### config.mk
export PLATFORM = sky130hd
export DESIGN_NAME = rtc_calendar
export DESIGN_NICKNAME = d
export VERILOG_FILES = /design/src/rtl/rtc_cal_pkg.sv /design/src/rtl/rtc_prescaler.sv /design/src/rtl/rtc_hms_chain.sv /design/src/rtl/rtc_date_chain.sv /design/src/rtl/rtc_calendar.sv
export SDC_FILE = /design/constraint.sdc
export NUM_CORES = 1
export LEC_CHECK = 0
export BUFFER_PORTS_ARGS = -buffer_cell sky130_fd_sc_hd__buf_2
export CAP_MARGIN = 40
export CORE_ASPECT_RATIO = 0.9
export CORE_MARGIN = 1
export CORE_UTILIZATION = 50
export CTS_CLUSTER_SIZE = 10
export DETAILED_ROUTE_END_ITERATION = 16
export PLACE_DENSITY = 0.69
export SLEW_MARGIN = 30
export SYNTH_ARGS = -nofsm -noshare
export SYNTH_HDL_FRONTEND = slang
export SYNTH_HIERARCHICAL = 1
export SYNTH_SLANG_ARGS = --single-unit
### constraint.sdc
create_clock -name clk -period 8.9 [get_ports clk]
set_clock_uncertainty 0.2 [all_clocks]
set_input_delay 0.445 -clock clk [delete_from_list [all_inputs] [get_ports clk]]
set_output_delay 0.445 -clock clk [all_outputs]
set_load 0.02 [all_outputs]
### src/rtl/rtc_cal_pkg.sv
`timescale 1ns/1ps
package rtc_cal_pkg;

  typedef enum logic [2:0] {
    SEL_SEC  = 3'd0,
    SEL_MIN  = 3'd1,
    SEL_HOUR = 3'd2,
    SEL_WDAY = 3'd3,
    SEL_MDAY = 3'd4,
    SEL_MON  = 3'd5,
    SEL_YEAR = 3'd6,
    SEL_NONE = 3'd7
  } field_sel_t;

  localparam int FW = 8;   // binary width of the small fields
  localparam int YW = 10;  // binary width of the year (0..999)

  localparam logic [FW-1:0] SEC_LAST  = FW'(59);
  localparam logic [FW-1:0] MIN_LAST  = FW'(59);
  localparam logic [FW-1:0] HOUR_LAST = FW'(23);
  localparam logic [FW-1:0] WDAY_LAST = FW'(6);
  localparam logic [FW-1:0] MON_LAST  = FW'(11);
  localparam logic [YW-1:0] YEAR_LAST = YW'(999);
  localparam logic [11:0]   YEAR_BASE = 12'd1900;

  function automatic logic [7:0] bin2bcd(input logic [7:0] v);
    logic [7:0] t;
    logic [7:0] u;
    t = (v / 8'd10) % 8'd10;
    u = v % 8'd10;
    return {t[3:0], u[3:0]};
  endfunction

  function automatic logic [7:0] bcd2bin(input logic [7:0] b);
    return ({4'b0, b[7:4]} * 8'd10) + {4'b0, b[3:0]};
  endfunction

  function automatic logic [11:0] year2bcd(input logic [YW-1:0] y);
    logic [YW-1:0] h;
    logic [YW-1:0] lo;
    h  = (y / 10'd100) % 10'd10;
    lo = y % 10'd100;
    return {h[3:0], bin2bcd(lo[7:0])};
  endfunction

  function automatic logic [YW-1:0] bcd2year(input logic [11:0] b);
    return {2'b0, bcd2bin(b[7:0])} + ({6'b0, b[11:8]} * 10'd100);
  endfunction

  function automatic logic is_leap(input logic [YW-1:0] y);
    logic [11:0] f;
    f = YEAR_BASE + {2'b0, y};
    return ((f % 12'd4) == 12'd0) &&
           (((f % 12'd100) != 12'd0) || ((f % 12'd400) == 12'd0));
  endfunction

  function automatic logic [7:0] month_len(input logic [7:0] m, input logic leap);
    case (m)
      8'd1:                     month_len = leap ? 8'd29 : 8'd28;
      8'd3, 8'd5, 8'd8, 8'd10:  month_len = 8'd30;
      default:                  month_len = 8'd31;
    endcase
  endfunction

endpackage

### src/rtl/rtc_prescaler.sv
`timescale 1ns/1ps
module rtc_prescaler #(
  parameter int PRESCALE = 32768
) (
  input  logic clk,
  input  logic rst_n,
  input  logic run_en,
  input  logic ref_pulse,
  output logic tick
);
  localparam int CW = (PRESCALE > 1) ? $clog2(PRESCALE) : 1;
  localparam logic [CW-1:0] LOAD = CW'(PRESCALE - 1);

  logic [CW-1:0] cnt;
  logic          run_q;
  logic          restart;

  assign restart = run_en & ~run_q;
  assign tick    = run_en & run_q & ref_pulse & (cnt == '0);

  always_ff @(posedge clk or negedge rst_n) begin
    if (!rst_n) begin
      cnt   <= LOAD;
      run_q <= 1'b0;
    end else begin
      run_q <= run_en;
      if (restart)
        cnt <= LOAD;
      else if (run_en && ref_pulse)
        cnt <= (cnt == '0) ? LOAD : cnt - 1'b1;
    end
  end
endmodule

### src/rtl/rtc_hms_chain.sv
`timescale 1ns/1ps
module rtc_hms_chain
  import rtc_cal_pkg::*;
(
  input  logic          clk,
  input  logic          rst_n,
  input  logic          adv,
  input  logic          wr_sec,
  input  logic          wr_min,
  input  logic          wr_hour,
  input  logic [FW-1:0] wbin,
  output logic [FW-1:0] sec,
  output logic [FW-1:0] min,
  output logic [FW-1:0] hour,
  output logic          day_adv
);
  logic min_adv;
  logic hour_adv;

  assign min_adv  = adv & (sec >= SEC_LAST);
  assign hour_adv = min_adv & (min >= MIN_LAST);
  assign day_adv  = hour_adv & (hour >= HOUR_LAST);

  always_ff @(posedge clk or negedge rst_n) begin
    if (!rst_n) begin
      sec  <= '0;
      min  <= '0;
      hour <= '0;
    end else begin
      if (wr_sec)       sec <= wbin;
      else if (adv)     sec <= min_adv ? '0 : sec + 1'b1;

      if (wr_min)       min <= wbin;
      else if (min_adv) min <= hour_adv ? '0 : min + 1'b1;

      if (wr_hour)       hour <= wbin;
      else if (hour_adv) hour <= day_adv ? '0 : hour + 1'b1;
    end
  end
endmodule

### src/rtl/rtc_date_chain.sv
`timescale 1ns/1ps
module rtc_date_chain
  import rtc_cal_pkg::*;
(
  input  logic          clk,
  input  logic          rst_n,
  input  logic          day_adv,
  input  logic          wr_wday,
  input  logic          wr_mday,
  input  logic          wr_mon,
  input  logic          wr_year,
  input  logic [FW-1:0] wbin,
  input  logic [FW-1:0] wmon,
  input  logic [YW-1:0] wyear,
  output logic [FW-1:0] wday,
  output logic [FW-1:0] mday,
  output logic [FW-1:0] mon,
  output logic [YW-1:0] year
);
  logic [FW-1:0] mday_nxt;
  logic [FW-1:0] mlen;
  logic          mon_adv;
  logic          year_adv;

  assign mlen     = month_len(mon, is_leap(year));
  assign mday_nxt = mday + 1'b1;
  assign mon_adv  = day_adv & (mday_nxt > mlen);
  assign year_adv = mon_adv & (mon >= MON_LAST);

  always_ff @(posedge clk or negedge rst_n) begin
    if (!rst_n) begin
      wday <= '0;
      mday <= '0;
      mon  <= '0;
      year <= '0;
    end else begin
      if (wr_wday)      wday <= wbin;
      else if (day_adv) wday <= (wday >= WDAY_LAST) ? '0 : wday + 1'b1;

      if (wr_mday)      mday <= wbin;
      else if (day_adv) mday <= mon_adv ? FW'(1) : mday_nxt;

      if (wr_mon)       mon <= wmon;
      else if (mon_adv) mon <= year_adv ? '0 : mon + 1'b1;

      if (wr_year)       year <= wyear;
      else if (year_adv) year <= (year >= YEAR_LAST) ? '0 : year + 1'b1;
    end
  end
endmodule

### src/rtl/rtc_calendar.sv
`timescale 1ns/1ps
module rtc_calendar
  import rtc_cal_pkg::*;
#(
  parameter int PRESCALE = 32768
) (
  input  logic        clk,
  input  logic        rst_n,
  input  logic        ref_pulse,
  input  logic        run_en,
  input  logic        wr_en,
  input  logic [2:0]  wr_sel,
  input  logic [11:0] wr_data,
  output logic        sec_tick,
  output logic [7:0]  sec_bcd,
  output logic [7:0]  min_bcd,
  output logic [7:0]  hour_bcd,
  output logic [7:0]  wday_bcd,
  output logic [7:0]  mday_bcd,
  output logic [7:0]  mon_bcd,
  output logic [11:0] year_bcd
);
  localparam int NSEL = 7;

  field_sel_t    sel;
  logic          wr_act;
  logic          adv;
  logic [NSEL-1:0] wr_hit;
  logic [FW-1:0] wbin;
  logic [FW-1:0] wmon;
  logic [YW-1:0] wyear;
  logic          day_adv;
  logic [FW-1:0] sec, min, hour, wday, mday, mon;
  logic [YW-1:0] year;

  assign sel    = field_sel_t'(wr_sel);
  assign wr_act = wr_en & run_en & (sel != SEL_NONE);
  assign adv    = sec_tick & ~wr_act;

  for (genvar g = 0; g < NSEL; g++) begin : g_dec
    assign wr_hit[g] = wr_act & (wr_sel == 3'(g));
  end

  assign wbin  = bcd2bin(wr_data[7:0]);
  assign wmon  = wbin - 1'b1;
  assign wyear = bcd2year(wr_data);

  rtc_prescaler #(.PRESCALE(PRESCALE)) u_pre (
    .clk       (clk),
    .rst_n     (rst_n),
    .run_en    (run_en),
    .ref_pulse (ref_pulse),
    .tick      (sec_tick)
  );

  rtc_hms_chain u_hms (
    .clk     (clk),
    .rst_n   (rst_n),
    .adv     (adv),
    .wr_sec  (wr_hit[SEL_SEC]),
    .wr_min  (wr_hit[SEL_MIN]),
    .wr_hour (wr_hit[SEL_HOUR]),
    .wbin    (wbin),
    .sec     (sec),
    .min     (min),
    .hour    (hour),
    .day_adv (day_adv)
  );

  rtc_date_chain u_date (
    .clk     (clk),
    .rst_n   (rst_n),
    .day_adv (day_adv),
    .wr_wday (wr_hit[SEL_WDAY]),
    .wr_mday (wr_hit[SEL_MDAY]),
    .wr_mon  (wr_hit[SEL_MON]),
    .wr_year (wr_hit[SEL_YEAR]),
    .wbin    (wbin),
    .wmon    (wmon),
    .wyear   (wyear),
    .wday    (wday),
    .mday    (mday),
    .mon     (mon),
    .year    (year)
  );

  assign sec_bcd  = bin2bcd(sec);
  assign min_bcd  = bin2bcd(min);
  assign hour_bcd = bin2bcd(hour);
  assign wday_bcd = bin2bcd(wday);
  assign mday_bcd = bin2bcd(mday);
  assign mon_bcd  = bin2bcd(mon + 1'b1);
  assign year_bcd = year2bcd(year);
endmodule

==> results of run 1 <==
[what timing repair did]
action | CTS | global route
setup buffers | 0 | 0
hold buffers | 1 | 0
endpoints found under the hold margin | 20 | 0
[worst max-delay path: cells and delay by family (launching register included)]
| family | cells | cell delay, ps |
|---|---|---|
| AO/OA/AOI/OAI | 10 | 2540 |
| XOR/XNOR | 1 | 170 |
| adder cells (fa/ha/maj) | 1 | 280 |
| buffers and inverters | 1 | 280 |
| flip-flops | 1 | 550 |
| AND/OR/NAND/NOR | 12 | 3200 |
[area by class of cell]
cell class | count | area (sq um)
fillers | 2160 | 10100
repair buffers | 102 | 586
multi-input cells | 1363 | 9030
clock buffers | 12 | 267
clock inverters | 4 | 22.5
well taps | 297 | 372
flip-flops and latches | 74 | 1870
inverters | 81 | 307
[flip-flops by register name, indices dropped and copies added, names as in the netlist]
name and cells:
u_date/mday 8, u_date/year 10, u_hms/sec 8, u_hms/hour 8, u_date/mon 8, u_pre/run_q 1
u_pre/cnt 15, u_date/wday 8, u_hms/min 8
[metal layers]
metal  part of all wire, %  vias up
met5                     0        -
met4                  0.67        0
met3                   4.1       19
met2                    46      297
met1                    50     5651
li1                      -     6008
[worst max-delay path by stage]
stage / depth (start not counted) / startpoint / end
2_1_floorplan: 29 / u_date/year[2] / u_date/year[8]
3_3_place_gp: 25 / u_date/year[5] / u_date/year[5]
3_5_place_dp: 25 / u_date/year[5] / u_date/year[2]
4_1_cts: 25 / u_date/year[5] / u_date/year[2]
5_1_grt: 26 / u_date/year[2] / u_date/year[8]
6_report: 25 / u_date/year[5] / u_date/year[2]
[cell families after synthesis]
family          share of synthesized area (%)
simple gates                             27.2
fa+ha+maj                                9.24
compound gates                           31.9
mux                                      2.52
flops                                    16.2
xor+xnor                                 7.28
buf+inv                                  5.69
[cells in the final DEF (no fill, tap or decap), types with 9 or more instances in the layout]
cell type    n
buf_4       16
dfstp_2     15
and2_1      14
nand2_1    160
nor4_1      18
a21o_1      18
a31o_2       9
buf_2       81
nor2b_1     33
and3_1      21
or3_1       16
mux2i_1     21
dfrtp_1     59
a21oi_1    114
xnor2_1     61
o22ai_1      9
o211ai_1    17
inv_1       76
nand4_1     11
xor2_1      35
nor3_1      43
a31oi_1     25
o31ai_1     12
nand3_1     51
o21ai_0    142
nand2b_1    33
o21a_1      20
nor2_1     144
clkbuf_16    9
or2_2       10
maj3_1      10
a22o_1       9
ha_1        70
a211oi_1    12
a22oi_1      9
[synthesized netlist by cell type (all sizes together) (25+ instances only)]
master / n
o21ai: 150
nor2b: 33
nand2b: 33
clkbuf: 52
buf: 26
inv: 80
a31oi: 25
nand2: 160
nor2: 144
a21oi: 117
xnor2: 61
nand3: 52
nor3: 44
xor2: 35
ha: 70
dfrtp: 59
[through the flow]
stage / setup slack (ps) / instances
finish: 1540 / 1933
global placement: 1860 / 1910
global route: 1020 / 1933
CTS: 1670 / 1930
floorplan: 2230 / 1596
detailed placement: 1670 / 1913
==> impl_metrics.env, run 1 <==
export IMPL_outcome="complete, no violations"
export IMPL_ios=81
export IMPL_max_stage_delay_ps=580
export IMPL_wire_per_inst_um=15.4
export IMPL_fin_area_sq_um=12500
export IMPL_ys_seq_area_share_pct=16.2
export IMPL_n_antenna_cell=0
export IMPL_reg2reg_slack_ps=1540
export IMPL_relSlewSlack_pct=42.1
export IMPL_start_kind="register"
export IMPL_cp_slowest_cell="or4_1"
export IMPL_gr_total_overflow=0
export IMPL_timing_setup_tns_ps=0
export IMPL_hold_depth=1
export IMPL_end_kind="register"
export IMPL_rsz0062_at_grt="no"
export IMPL_area_growth_pct=7.82
export IMPL_crit_required_ps=8910
export IMPL_hold_viol_final=0
export IMPL_die_area_sq_um=23700
export IMPL_final_nets=1725
export IMPL_ys_seq_elements=74
export IMPL_ant_nets=0
export IMPL_critical_path_most_common_cell="nand2_1"
export IMPL_drt_wl_total_um=29800
export IMPL_async_reset_ff_share_pct=100
export IMPL_drcViolationCount=0
export IMPL_synth_area_leaders="dfrtp_1 13%, ha_1 7.6%, o21ai_0 6.2%"
export IMPL_die_h_um=146
export IMPL_max_cap_violations=0
export IMPL_synthCells=1596
export IMPL_fmax_ghz=0.136
export IMPL_numCtsBuffers=9
export IMPL_drive_above_1_share_pct=12.3
export IMPL_grt_start_max_net_pins=46
export IMPL_cp_arrival_ps=7370
export IMPL_whs_endpoint="u_pre/run_q"
export IMPL_yosysTopAreaCellShare_pct=12.8
export IMPL_syn_cell_area_sq_um=11500
export IMPL_placed_area_sq_um=12100
export IMPL_clk_pin_slew_worst_paths_ps=50
export IMPL_firstDrtPassIters=6
export IMPL_ys_warn_count=6
export IMPL_clock_latency_ps=340
export IMPL_globalplace_congestion=0.893
export IMPL_clockRootBuffer="clkbuf_16"
export IMPL_rows=52
export IMPL_r2r_end="u_date/year[2]"
export IMPL_max_slew_worst_pin_slew_ps=869
export IMPL_yosys_area_top_type="dfrtp_1"
export IMPL_drt_iter0_drc=1069
export IMPL_cts_buffer_depth=2
export IMPL_avgSynthCellArea_sq_um=7.24
export IMPL_cts_htree_levels=3
export IMPL_met1_usage_pct=36.1
export IMPL_busiest_layer="met2"
export IMPL_vias=12000
export IMPL_start_util_pct=51.2
export IMPL_hpwlAfterDp_um=22000
export IMPL_grt_total_usage_pct=25.0
export IMPL_grt_util_met3_pct=2.67
export IMPL_grt_pass1_vias=10500
export IMPL_synth_ff_type="dfrtp_1"
export IMPL_antenna_found_initial=0
export IMPL_grt_met2_usage_pct=40.6
export IMPL_setup_violations=0
export IMPL_die_w_um=162
export IMPL_syn_nets=1690
export IMPL_synth_cell_types=114
export IMPL_ff2ff_path_depth=25
export IMPL_path_max_fanout=18
export IMPL_holdWs_ps=157
export IMPL_timing_final_crit_share_pct=82.7
export IMPL_worstHoldStart="run_en"
export IMPL_worstSetupPathType="register to register"
export IMPL_cts_resized=0
export IMPL_r2r_start="u_date/year[5]"
export IMPL_fin_util_pct=55.2
export IMPL_core_sq_um=22600
export IMPL_synth_edf_count=0
export IMPL_io_buffers=80
export IMPL_finalMaxSlewViolations=0
export IMPL_min_path_type="input pin to register"
export IMPL_viasPerCell=6.20
export IMPL_cts_sinks=74
export IMPL_cts_tree="yes"
export IMPL_grt_pass1_wl_um=50600
export IMPL_fin_crit_ps=7360
Power of run 1 is left out: the tool's default activity adds up to more than one toggle a clock period on the data nets, which glitch-free logic cannot reach.
==> inputs of run 2 (changes only) <==
Settings changed: ABC_AREA set to 1.
Clock period 8.9 ns to 6.95 ns, I/O delays scaled along.
==> impl_metrics.env, run 2 <==
export IMPL_outcome="complete, no violations"
export IMPL_ant_nets=0
export IMPL_ys_warn_count=6
export IMPL_clock_latency_ps=340
export IMPL_cts_tree="yes"
export IMPL_finalMaxSlewViolations=0
export IMPL_max_stage_delay_ps=480
export IMPL_largest_register_ffs=15
export IMPL_synthCells=1699
export IMPL_cp_arrival_ps=6190
export IMPL_cp_slowest_cell="dfrtp_2"
export IMPL_syn_cell_area_sq_um=11000
export IMPL_drcViolationCount=0
export IMPL_yosys_area_top_type="nand2_1"
export IMPL_relSlewSlack_pct=49.3
export IMPL_setup_violations=0
export IMPL_min_path_type="input pin to register"
export IMPL_top_register="u_pre/cnt"
export IMPL_cts_buffer_depth=2
export IMPL_start_kind="register"
export IMPL_drive_above_1_share_pct=20.9
export IMPL_syn_nets=1793
export IMPL_grt_met2_usage_pct=37.9
export IMPL_fmax_ghz=0.162
export IMPL_wire_per_inst_um=12.0
export IMPL_start_util_pct=50.9
export IMPL_synth_cell_types=68
export IMPL_cts_sinks=74
export IMPL_area_growth_pct=9.73
export IMPL_most_common_layout_cells="408 x nand2_1, 265 x inv_1, 139 x nand3_1, 105 x nor2_1, 88 x nand2_2"
export IMPL_max_slew_worst_pin_slew_ps=758
export IMPL_synthXorXnorAreaFrac_pct=7.44
export IMPL_synth_most_common_cell="nand2_1"
export IMPL_synth_edf_count=0
export IMPL_hpwlAfterDp_um=20000
export IMPL_grt_pass1_wl_um=42000
export IMPL_drt_iter0_drc=579
export IMPL_vias=10700
export IMPL_end_kind="register"
export IMPL_final_nets=1878
export IMPL_ios=81
export IMPL_core_sq_um=21600
export IMPL_grt_util_met3_pct=2.19
export IMPL_die_h_um=143
export IMPL_synth_common_cells="409 x nand2_1, 265 x inv_1, 139 x nand3_1"
export IMPL_rows=51
export IMPL_clockRootBuffer="clkbuf_16"
export IMPL_async_reset_ff_share_pct=100
export IMPL_drt_wl_total_um=25000
export IMPL_synth_simple_area_share_pct=41.4
export IMPL_top_regs="u_pre/cnt x15, u_date/year x10"
export IMPL_antenna_found_initial=1
export IMPL_critical_path_most_common_cell="nand2_1"
export IMPL_timing_final_crit_share_pct=88.8
export IMPL_clk_pin_slew_worst_paths_ps=60
export IMPL_synthAdderAreaFrac_pct=8.69
export IMPL_avgSynthCellArea_sq_um=6.48
export IMPL_grt_total_usage_pct=22.5
export IMPL_grt_start_max_net_pins=49
export IMPL_synth_area_leaders="nand2_1 14%, dfrtp_1 13%, inv_1 9.0%"
export IMPL_fin_area_sq_um=12100
export IMPL_hold_viol_final=0
export IMPL_gr_total_overflow=0
export IMPL_crit_required_ps=6970
export IMPL_globalplace_congestion=0.849
export IMPL_synth_top_family_by_area="simple AND/OR/NAND/NOR gates"
export IMPL_numCtsBuffers=9
export IMPL_final_common_cell="nand2_1"
export IMPL_busiest_layer="met2"
export IMPL_viasPerCell=5.15
export IMPL_ys_seq_elements=74
export IMPL_max_cap_violations=0
export IMPL_placed_area_sq_um=11700
export IMPL_die_area_sq_um=22600
export IMPL_ys_seq_area_share_pct=17.0
export IMPL_yosysTopAreaCellShare_pct=14.0
export IMPL_synth_compound_area_share_pct=13.4
export IMPL_io_buffers=80
export IMPL_met1_usage_pct=30.7
export IMPL_firstDrtPassIters=7
export IMPL_synth_ff_type="dfrtp_1"
export IMPL_path_max_fanout=9
export IMPL_grt_pass1_vias=9438
export IMPL_die_w_um=158
export IMPL_fin_crit_ps=6170
export IMPL_synthMuxAreaShare_pct=0.546
export IMPL_worstSetupPathType="register to register"
export IMPL_cts_htree_levels=3
run 2: cell type report:
cell class	count	area, sq um
Inverter	316	1190
Fill cell	2063	9560
Multi-Input combinational cell	1296	7870
Sequential cell	74	1870
Tap cell	291	364
Clock buffer	10	229
Antenna cell	1	2.50
Timing Repair Buffer	87	493
Clock inverter	5	55.1
run 2: cells by family (layout without fill, tap and decap cells):
kind of cell	Yosys count	in the layout
and+or+nand+nor	906	906
buffers and inverters	329	418
AOI/OAI and AO/OA	220	220
xor gates and xnor gates	90	90
adders and majority gates	74	74
DFF	74	74
muxes	6	6
other	0	1
run 2: path summary, 6_finish.rpt:
kind                                   to  slack (ps)  depth (start not counted)            from
setup / recovery           u_date/year[3]         780                         43  u_date/year[3]
hold reg to reg              u_pre/cnt[0]         310                          2    u_pre/cnt[0]
min in group asynchronous  u_date/wday[1]         300                          2           rst_n
setup reg to reg           u_date/year[3]         780                         43  u_date/year[3]
max in group asynchronous  u_date/year[2]        5660                          3           rst_n
hold / removal               u_pre/cnt[0]          90                          3       ref_pulse
run 2: repair_timing:
item                                    in CTS  in global routing
hold buffers                                 2                  0
hold endpoints to repair                    12                  0
setup buffers                                0                  2
endpoints found under the setup margin       0                  6
gates resized for setup                      0                  3
run 2: per-stage QoR:
step | hold WS, ps | setup WS (ps) | util, % | cells | setup TNS, ps
2_1_floorplan | -148 | 1420 | - | 1699 | 0
3_3_place_gp | 286 | 837 | 54.1 | 2059 | 0
3_5_place_dp | 97.9 | 558 | 54.2 | 2060 | 0
4_1_cts | 85.8 | 538 | 55.6 | 2077 | 0
5_1_grt | 121 | -18.0 | 55.8 | 2080 | -18.0
6_report | 85.7 | 782 | 55.8 | 2080 | 0
run 2: per-layer routing:
layer  up-vias  routed length (um)
met1      4851               12200
met4         0                 302
met5         -                   0
met2       179               11600
met3        20                 817
li1       5663                   -
run 2: critical path, delay by kind of cell, from the launching register on:
family / cells / cell delay, ps
flip-flops: 1 / 480
adder cells (fa/ha/maj): 2 / 500
buffers and inverters: 6 / 670
AO/OA/AOI/OAI: 7 / 1230
XOR/XNOR: 1 / 260
AND/OR/NAND/NOR: 27 / 2650
Power of run 2 is left out for the same reason.
==> inputs of run 3 (changes only) <==
Settings changed: PLACE_DENSITY 0.69 to unset, PLACE_DENSITY_LB_ADDON set to 0.1.
==> impl_metrics.env, run 3 (synthesis results as in run 2) <==
export IMPL_outcome="complete, no violations"
export IMPL_rows=51
export IMPL_hold_viol_final=0
export IMPL_crit_required_ps=7000
export IMPL_relSlewSlack_pct=46.1
export IMPL_final_common_cell="nand2_1"
export IMPL_end_kind="register"
export IMPL_grt_pass1_wl_um=42500
export IMPL_top_regs="u_pre/cnt x15, u_date/year x10"
export IMPL_top_register="u_pre/cnt"
export IMPL_die_h_um=143
export IMPL_grt_start_max_net_pins=42
export IMPL_clockRootBuffer="clkbuf_16"
export IMPL_vias=10600
export IMPL_min_path_type="input pin to register"
export IMPL_worstSetupPathType="register to register"
export IMPL_clock_latency_ps=330
export IMPL_final_nets=1878
export IMPL_max_cap_violations=0
export IMPL_hpwlAfterDp_um=19800
export IMPL_drive_above_1_share_pct=20.8
export IMPL_rsz0062_at_grt="no"
export IMPL_die_w_um=158
export IMPL_path_max_fanout=14
export IMPL_timing_setup_tns_ps=0
export IMPL_start_util_pct=50.9
export IMPL_ios=81
export IMPL_grt_total_usage_pct=22.7
export IMPL_cp_slowest_cell="dfrtp_2"
export IMPL_die_area_sq_um=22600
export IMPL_largest_register_ffs=15
export IMPL_cp_arrival_ps=6230
export IMPL_area_growth_pct=9.72
export IMPL_worst_slack_ps=769
export IMPL_cts_sinks=74
export IMPL_fmax_ghz=0.162
export IMPL_finalMaxSlewViolations=0
export IMPL_clk_pin_slew_worst_paths_ps=60
export IMPL_most_common_layout_cells="408 x nand2_1, 265 x inv_1, 139 x nand3_1, 105 x nor2_1, 88 x nand2_2"
export IMPL_crit_family="simple AND/OR/NAND/NOR gates"
export IMPL_pre_cts_slack_ps=555
export IMPL_critical_path_most_common_cell="nand2_1"
export IMPL_ant_nets=0
export IMPL_globalplace_congestion=0.890
export IMPL_core_sq_um=21600
export IMPL_timing_final_crit_share_pct=88.9
export IMPL_firstDrtPassIters=6
export IMPL_numCtsBuffers=9
export IMPL_setup_violations=0
export IMPL_drt_wl_total_um=24700
export IMPL_drt_iter0_drc=582
export IMPL_viasPerCell=5.11
export IMPL_max_stage_delay_ps=540
export IMPL_path_buf_inv=5
export IMPL_fin_crit_ps=6180
export IMPL_grt_pass1_vias=9505
export IMPL_gr_total_overflow=0
export IMPL_max_slew_worst_pin_slew_ps=805
export IMPL_antenna_found_initial=1
export IMPL_cts_buffer_depth=2
export IMPL_cts_htree_levels=3
export IMPL_start_kind="register"
export IMPL_wire_per_inst_um=11.9
export IMPL_placed_area_sq_um=11700
export IMPL_fin_area_sq_um=12100
export IMPL_reg2reg_slack_ps=770
export IMPL_drcViolationCount=0
export IMPL_cts_tree="yes"
export IMPL_io_buffers=80
-- run 3: layout make-up --
cell class / instances / area [sq um]
Multi-Input combinational cell: 1296 / 7870
Fill cell: 2114 / 9560
Sequential cell: 74 / 1870
Antenna cell: 1 / 2.50
Inverter: 316 / 1190
Tap cell: 291 / 364
Timing Repair Buffer: 87 / 473
Clock buffer: 16 / 304
-- run 3: stage by stage --
stage / utilization, % / hold WS (ps) / instances
global placement: 54.2 / 284 / 2061
global route: 55.8 / 98.0 / 2081
detailed placement: 54.3 / 176 / 2062
floorplan: - / -148 / 1699
CTS: 55.8 / 71.9 / 2080
finish: 55.8 / 82.5 / 2081
-- run 3: tightest hold or removal path, stage by stage --
cell,delay (ps)
buf_2,110
nand3_1,70
nand3_1,80
-- run 3: worst paths after layout --
| kind | from | endpoint | depth (start not counted) |
|---|---|---|---|
| setup / recovery | u_date/year[2] | u_date/year[8] | 45 |
| hold / removal | ref_pulse | u_pre/cnt[0] | 3 |
| setup reg to reg | u_date/year[2] | u_date/year[8] | 45 |
| hold reg to reg | u_pre/cnt[0] | u_pre/cnt[0] | 2 |
| max in group asynchronous | rst_n | u_date/year[2] | 3 |
| min in group asynchronous | rst_n | u_date/wday[1] | 2 |
-- run 3: repair_timing --
action / CTS / global route
endpoints found under the hold margin: 26 / 0
setup buffers: 0 / 0
hold buffers: 2 / 0
setup endpoints to repair: 0 / 5
gates resized for setup: 0 / 2
-- run 3: metal layers --
metal / part of all wire [%] / up-vias / global-route usage (%)
li1: - / 5653 / -
met1: 50 / 4762 / 31.8
met2: 45 / 196 / 37.6
met3: 3.5 / 17 / 1.85
met4: 1.1 / 0 / 5.26
met5: 0 / - / 0
Power of run 3 is left out for the same reason.
